$ cat src/rtl/msw_scan_pkg.sv
package msw_scan_pkg;
  localparam int STAT_W = 16;

  typedef enum logic [1:0] {
    OP_PLAIN = 2'b00,
    OP_REM   = 2'b01,
    OP_CMP0  = 2'b10,
    OP_CMP1  = 2'b11
  } op_kind_e;

  localparam logic [STAT_W-1:0] STAT_ZERO = 16'h8000;

  // index of the highest set bit; 0 for an all-zero word
  function automatic logic [4:0] top_bit_idx(input logic [31:0] w);
    logic [4:0] r;
    r = '0;
    for (int i = 0; i < 32; i++) begin
      if (w[i]) r = 5'(i);
    end
    return r;
  endfunction
endpackage

$ cat src/rtl/msw_scan_engine.sv
module msw_scan_engine #(
  parameter int ADDR_W = 11,
  parameter int LEN_W  = 9,
  parameter int DATA_W = 32
) (
  input  logic              clk,
  input  logic              rst_n,
  input  logic              go_i,
  input  logic [ADDR_W-1:0] base_i,
  input  logic [LEN_W-1:0]  len_i,
  output logic              rd_en_o,
  output logic [ADDR_W-1:0] rd_addr_o,
  input  logic [DATA_W-1:0] rd_data_i,
  output logic              fin_o,
  output logic              hit_o,
  output logic [ADDR_W-1:0] hit_addr_o,
  output logic [DATA_W-1:0] hit_word_o
);
  logic              active_q;
  logic [ADDR_W-1:0] cur_q;
  logic [LEN_W-1:0]  left_q;
  logic              pend_v_q;
  logic [ADDR_W-1:0] pend_addr_q;
  logic              pend_last_q;

  // named events for the checks below
  logic fin_len0, fin_scan, word_nz;
  assign word_nz  = pend_v_q && (rd_data_i != '0);
  assign fin_len0 = go_i && (len_i == '0);
  assign fin_scan = pend_v_q && (word_nz || pend_last_q);
  assign fin_o    = fin_len0 || fin_scan;
  assign hit_o    = word_nz;
  assign hit_addr_o = pend_addr_q;
  assign hit_word_o = rd_data_i;

  assign rd_en_o   = active_q && (left_q != '0) && !fin_scan;
  assign rd_addr_o = cur_q;

  always_ff @(posedge clk or negedge rst_n) begin
    if (!rst_n) begin
      active_q    <= 1'b0;
      cur_q       <= '0;
      left_q      <= '0;
      pend_v_q    <= 1'b0;
      pend_addr_q <= '0;
      pend_last_q <= 1'b0;
    end else if (go_i && (len_i != '0)) begin
      active_q <= 1'b1;
      cur_q    <= base_i + ADDR_W'(len_i) - ADDR_W'(1);
      left_q   <= len_i;
      pend_v_q <= 1'b0;
    end else if (active_q) begin
      if (fin_scan) begin
        active_q <= 1'b0;
        pend_v_q <= 1'b0;
      end else begin
        pend_v_q <= rd_en_o;
        if (rd_en_o) begin
          pend_addr_q <= cur_q;
          pend_last_q <= (left_q == LEN_W'(1));
          cur_q       <= cur_q - ADDR_W'(1);
          left_q      <= left_q - LEN_W'(1);
        end
      end
    end
  end

  p_len0_noread_r3: assert property (@(posedge clk) disable iff (!rst_n)
    (go_i && len_i == '0) |=> !rd_en_o);

  p_descend_r4: assert property (@(posedge clk) disable iff (!rst_n)
    (rd_en_o && $past(rd_en_o)) |-> (rd_addr_o == $past(rd_addr_o) - ADDR_W'(1)));

  p_pend_addr_r1: assert property (@(posedge clk) disable iff (!rst_n)
    pend_v_q |-> (pend_addr_q == $past(rd_addr_o)));
endmodule

$ cat src/rtl/msw_bit_locator.sv
module msw_bit_locator #(
  parameter int ADDR_W = 11,
  parameter int DATA_W = 32
) (
  input  logic              hit_i,
  input  logic [ADDR_W-1:0] addr_i,
  input  logic [DATA_W-1:0] word_i,
  output logic [15:0]       addr_stat_o,
  output logic [15:0]       bit_stat_o
);
  import msw_scan_pkg::*;
  localparam int PAD_W = STAT_W - ADDR_W;

  always_comb begin
    if (hit_i) begin
      addr_stat_o = {{PAD_W{1'b0}}, addr_i};
      bit_stat_o  = {11'b0, top_bit_idx(word_i[31:0])};
    end else begin
      addr_stat_o = STAT_ZERO;
      bit_stat_o  = STAT_ZERO;
    end
  end
endmodule

$ cat src/rtl/msw_scanner.sv
module msw_scanner #(
  parameter int ADDR_W = 11,
  parameter int LEN_W  = 9,
  parameter int DATA_W = 32
) (
  input  logic              clk,
  input  logic              rst_n,
  input  logic              start_i,
  input  logic [ADDR_W-1:0] base_i,
  input  logic [LEN_W-1:0]  len_i,
  input  logic [ADDR_W-1:0] rem_base_i,
  input  logic [LEN_W-1:0]  rem_len_i,
  input  logic [1:0]        op_kind_i,
  input  logic              ms_one_i,
  output logic              rd_en_o,
  output logic [ADDR_W-1:0] rd_addr_o,
  input  logic [DATA_W-1:0] rd_data_i,
  output logic [15:0]       msw_stat_o,
  output logic [15:0]       aux_stat_o,
  output logic              done_o
);
  import msw_scan_pkg::*;

  typedef enum logic [1:0] {S_IDLE, S_VEC, S_GAP, S_REM} state_e;
  state_e state_q;

  op_kind_e          kind_q;
  logic              ms_one_q;
  logic [ADDR_W-1:0] rbase_q;
  logic [LEN_W-1:0]  rlen_q;
  logic [15:0]       vec_hold_q;

  logic              eng_go, eng_fin, eng_hit;
  logic [ADDR_W-1:0] eng_base, eng_hit_addr;
  logic [LEN_W-1:0]  eng_len;
  logic [DATA_W-1:0] eng_word;
  logic [15:0]       addr_stat, bit_stat;

  logic     idle, rem_phase, accept;
  op_kind_e kind_now;
  logic     ms_one_now;
  assign idle       = (state_q == S_IDLE);
  assign rem_phase  = (state_q == S_GAP) || (state_q == S_REM);
  assign accept     = idle && start_i;
  assign kind_now   = idle ? op_kind_e'(op_kind_i) : kind_q;
  assign ms_one_now = idle ? ms_one_i : ms_one_q;

  assign eng_go   = accept || (state_q == S_GAP);
  assign eng_base = idle ? base_i : rbase_q;
  assign eng_len  = idle ? len_i  : rlen_q;

  msw_scan_engine #(.ADDR_W(ADDR_W), .LEN_W(LEN_W), .DATA_W(DATA_W)) u_engine (
    .clk(clk), .rst_n(rst_n), .go_i(eng_go), .base_i(eng_base), .len_i(eng_len),
    .rd_en_o(rd_en_o), .rd_addr_o(rd_addr_o), .rd_data_i(rd_data_i),
    .fin_o(eng_fin), .hit_o(eng_hit), .hit_addr_o(eng_hit_addr), .hit_word_o(eng_word)
  );

  msw_bit_locator #(.ADDR_W(ADDR_W), .DATA_W(DATA_W)) u_locator (
    .hit_i(eng_hit), .addr_i(eng_hit_addr), .word_i(eng_word),
    .addr_stat_o(addr_stat), .bit_stat_o(bit_stat)
  );

  // the phase-finish events, named for the checks
  logic vec_fin, rem_fin;
  assign vec_fin = eng_fin && !rem_phase && (idle ? accept : 1'b1);
  assign rem_fin = eng_fin && rem_phase;

  always_ff @(posedge clk or negedge rst_n) begin
    if (!rst_n) begin
      state_q    <= S_IDLE;
      kind_q     <= OP_PLAIN;
      ms_one_q   <= 1'b0;
      rbase_q    <= '0;
      rlen_q     <= '0;
      vec_hold_q <= '0;
      msw_stat_o <= '0;
      aux_stat_o <= '0;
      done_o     <= 1'b0;
    end else begin
      done_o <= 1'b0;
      if (accept) begin
        kind_q   <= op_kind_e'(op_kind_i);
        ms_one_q <= ms_one_i;
        rbase_q  <= rem_base_i;
        rlen_q   <= rem_len_i;
        state_q  <= S_VEC;
      end
      if (state_q == S_GAP) state_q <= S_REM;
      if (vec_fin) begin
        if (kind_now == OP_REM) begin
          vec_hold_q <= addr_stat;
          state_q    <= S_GAP;
        end else begin
          msw_stat_o <= addr_stat;
          if (kind_now == OP_PLAIN && ms_one_now) aux_stat_o <= bit_stat;
          done_o  <= 1'b1;
          state_q <= S_IDLE;
        end
      end
      if (rem_fin) begin
        msw_stat_o <= vec_hold_q;
        aux_stat_o <= addr_stat;
        done_o     <= 1'b1;
        state_q    <= S_IDLE;
      end
    end
  end

  p_msw_only_on_done_r8: assert property (@(posedge clk) disable iff (!rst_n)
    !$stable(msw_stat_o) |-> done_o);

  p_aux_only_on_done_r8: assert property (@(posedge clk) disable iff (!rst_n)
    !$stable(aux_stat_o) |-> done_o);

  p_zero_clean_r2: assert property (@(posedge clk) disable iff (!rst_n)
    msw_stat_o[15] |-> (msw_stat_o[14:0] == '0));

  p_busy_ignore_r9: assert property (@(posedge clk) disable iff (!rst_n)
    (start_i && !idle) |=> (rbase_q == $past(rbase_q) && kind_q == $past(kind_q)));

  p_cmp_aux_hold_r7: assert property (@(posedge clk) disable iff (!rst_n)
    (done_o && kind_q[1]) |-> $stable(aux_stat_o));
endmodule

$ cat config.mk
export PLATFORM = sky130hd
export DESIGN_NAME = msw_scanner
export DESIGN_NICKNAME = d
export VERILOG_FILES = /design/src/rtl/msw_scan_pkg.sv /design/src/rtl/msw_scan_engine.sv /design/src/rtl/msw_bit_locator.sv /design/src/rtl/msw_scanner.sv
export SDC_FILE = /design/constraint.sdc
export NUM_CORES = 1
export LEC_CHECK = 0
export BUFFER_PORTS_ARGS = -buffer_cell sky130_fd_sc_hd__buf_2
export CELL_PAD_IN_SITES_DETAIL_PLACEMENT = 0
export CELL_PAD_IN_SITES_GLOBAL_PLACEMENT = 1
export CORE_ASPECT_RATIO = 1.4
export CORE_MARGIN = 2
export CORE_UTILIZATION = 46
export CTS_BUF_LIST = sky130_fd_sc_hd__clkbuf_4 sky130_fd_sc_hd__clkbuf_8
export DETAILED_ROUTE_END_ITERATION = 6
export HOLD_SLACK_MARGIN = 0.02
export PLACE_DENSITY_LB_ADDON = 0.1
export SLEW_MARGIN = 20
export SYNTH_ARGS = -nofsm -noshare
export SYNTH_HDL_FRONTEND = slang
export SYNTH_SLANG_ARGS = --single-unit
$ cat constraint.sdc
create_clock -name clk -period 6.66 [get_ports clk]
set_clock_uncertainty 0.15 [all_clocks]
set_input_delay 1.332 -clock clk [delete_from_list [all_inputs] [get_ports clk]]
set_output_delay 1.332 -clock clk [all_outputs]
set_load 0.02 [all_outputs]
==> key figures <==
Synthesis
  • Synth Flop Type: dfrtp_1
  • Yosys warning count: 0
  • Distinct cells, synth: 59
  • Synthesized area per cell: 9.73 um2
  • #FFs+latches synth: 96
  • Synthesized area: 5430 um2
  • Synthesized instance count: 558
  • Synth async-reset ratio: 100%
  • Register area share after synthesis: 44.2%
  • EDFF count, synth: 0

Clock network
  • Post-CTS Setup Inserts: 0
  • Post-CTS Resized: 0
  • Number of buffers created by CTS: 9
  • CTS tree: built
  • Root buf cell: clkbuf_8
  • Clock transition at path regs: 0.09 ns
  • Worst-Skew Late Latency: 0.37 ns
  • Clock buffer depth: 2
  • Clk sinks: 96
  • CTS Hold Bufs: 0
  • Htree depth: 3

Cells and area
  • Share of layout cells above drive strength 1: 26.0%
  • Area growth, synth to finish: 15.6%
  • Fill count: 1077
  • Inserted Diodes: 0
  • Final net count: 761

Timing
  • Final hold slack: 0.336 ns
  • Rel. slew slack: 35.8%
  • Final period utilization: 73.3%
  • Fin crit period: 4.88 ns
  • RSZ-0062 raised after global routing: no
  • Finish-stage setup viols: 0
  • Fin Setup TNS: 0 ns
  • Final Hold Fails: 0
  • Fin. max-slew vios: 0
  • Tightest Pin Transition: 0.959 ns
  • Fmax: 0.205 GHz

Setup path
  • WS Path Type: input pin to output port
  • Arr. time, crit path: 3.40 ns
  • Critical Path Source Type: input pin
  • Critical Path RT: 5.18 ns
  • CP endpoint kind: output port
  • Crit-path max FO: 29

Routing
  • Average wire per standard cell: 15.3 um
  • Drt pass-1 iters: 4
  • Avg Vias per Cell: 5.34
  • Post-route DRC: 0
  • Drt initial violations: 133
  • Routed Antenna Nets: 0
  • WL final: 12400 um
  • DR vias: 4324

Placed design
  • Port buffer count: 114
  • Placed wire-length estimate: 9520 um
  • RD Place Congestion: 0.802

Die
  • I/O Pins: 123
  • Total core area: 11400 um2
  • FP Rows: 46
  • Starting Density: 47.7%
  • Chip Height: 133 um
  • Die area: 12700 um2
  • Die X: 95.8 um

Global routing
  • GRT overflow: 0
  • Global-route wire length before repair: 20700 um
  • Gr usage total: 20.8%
  • Initial antenna violation count: 0
  • Largest net degree at the start of global routing: 52
  • Vias in the first global route: 4402

Power
  • Pwr Density: 552 nW/um2
  • Peak VDD IR: 0.270 mV
  • Pleak: 2.92 nW

Flow run
  • Max Cap Viol: 0

Worst hold path
  • Worst hold path class: register to register

Run status
  • Run status: finished clean
[power breakdown]
part	switching (W)	internal [W]	leakage [nW]
Combinational	0.00113	0.000862	1.62
Clock	0.000216	0.000189	0.109
Sequential	0.000211	0.000860	1.19
Total	0.00156	0.00191	2.92
[flip-flops by register name, indices dropped and copies added, names as in the netlist]
| register | cells |
|---|---|
| u_engine.active_q | 1 |
| u_engine.pend_v_q | 1 |
| u_engine.pend_last_q | 1 |
| ms_one_q | 1 |
| msw_stat_o | 12 |
| rlen_q | 9 |
| vec_hold_q | 12 |
| state_q | 2 |
| u_engine.left_q | 9 |
| aux_stat_o | 12 |
| u_engine.hit_addr_o | 11 |
| rbase_q | 11 |
| kind_q | 2 |
| done_o | 1 |
| u_engine.rd_addr_o | 11 |
[path summary, 6_finish.rpt]
kind	from	end	slack, ns	cells after the start
worst max-delay path	rd_data_i[4]	rd_en_o	1.78	7
worst min-delay path	aux_stat_o[8]$_DFFE_PN0P_	aux_stat_o[8]$_DFFE_PN0P_	0.34	2
worst max register to register	state_q[1]$_DFFE_PN0P_	u_engine.rd_addr_o[10]$_DFFE_PN0P_	3.12	13
worst min register to register	aux_stat_o[8]$_DFFE_PN0P_	aux_stat_o[8]$_DFFE_PN0P_	0.34	2
max in group asynchronous	rst_n	msw_stat_o[1]$_DFFE_PN0P_	4.51	2
min in group asynchronous	rst_n	aux_stat_o[2]$_DFFE_PN0P_	0.84	1
[metrics by stage]
step	power, W	std cells	instance area [um2]	utilization (%)	setup WS [ns]
5_1_grt	0.00383	810	6280	55.1	1.61
3_5_place_dp	0.00310	794	6060	53.2	1.81
3_3_place_gp	0.00305	794	6060	53.2	1.84
4_1_cts	0.00352	810	6270	55.0	1.79
2_1_floorplan	0.00262	565	5460	-	2.64
6_report	0.00347	810	6280	55.1	1.78
[synth_stat cells (3+ instances only)]
master    number  area [um2]
dfrtp_1       96        2400
nand2_1       83         312
nor2_1        37         139
inv_1         32         120
mux2i_1       25         250
mux2_2        23         259
o21ai_1       23         115
ha_1          21         263
o21ai_0       20         100
xnor2_1       18         158
a31oi_1       15        93.8
nand4_1       13        81.3
nor4_1        13        81.3
a21oi_1       12        60.1
nor3_1        12        60.1
clkbuf_1      11        41.3
buf_2          9        45.0
buf_4          9        67.6
mux2_1         9         101
xor2_1         7        61.3
nand3_1        6        30.0
o211ai_1       5        37.5
o221ai_1       4        35.0
or4_1          4        30.0
nand2b_1       3        18.8
nor4_2         3        37.5
nor4_4         3        63.8
o22ai_1        3        18.8
o31ai_1        3        22.5
[cell usage in the layout, fill, tap and decap left out, drive strengths merged, types with 5 or more instances in the layout]
master	n
xor2	7
nand3	6
mux2	32
nor4	19
clkbuf	10
a31oi	15
dfrtp	96
a21oi	12
inv	36
nor3	13
o21ai	44
mux2i	25
nor2	38
o211ai	5
nand4	13
nand2	85
ha	21
conb	8
buf	116
xnor2	18
[per-layer routing]
| metal | track usage (%) | wire [um] | vias to the layer above |
|---|---|---|---|
| met1 | 24.9 | 5190 | 2022 |
| met3 | 4.61 | 617 | 15 |
| met5 | 0 | 0 | - |
| met2 | 36.8 | 6380 | 117 |
| met4 | 5.79 | 195 | 0 |
| li1 | - | - | 2170 |
[logic make-up after synthesis]
| family | Yosys count | synth area share (%) |
|---|---|---|
| AND/OR/NAND/NOR | 192 | 18.3 |
| AO/OA/AOI/OAI | 101 | 11.5 |
| flip-flops | 96 | 44.2 |
| buffers and inverters | 64 | 5.39 |
| multiplexers | 57 | 11.2 |
| XOR/XNOR | 25 | 4.03 |
| adder cells (fa/ha/maj) | 22 | 5.21 |
| other | 1 | 0.0691 |
[cell type report]
| cell class | instances | area, um2 | share of cell area (%) |
|---|---|---|---|
| repair buffers | 116 | 588 | 9.37 |
| multi-input cells | 405 | 2770 | 44.2 |
| well taps | 144 | 180 | 2.87 |
| clock buffers | 10 | 138 | 2.19 |
| inverters | 33 | 124 | 1.97 |
| flip-flops and latches | 96 | 2400 | 38.3 |
| clock inverters | 6 | 72.6 | 1.16 |
[worst max-delay path: stages]
cell	delay, ns
buf_2	0.12
nor4_1	0.43
nand4_1	0.21
o21a_1	0.55
nand2b_4	0.33
inv_2	0.21
buf_2	0.22
Note: power is estimated with default switching activity, not from simulation.
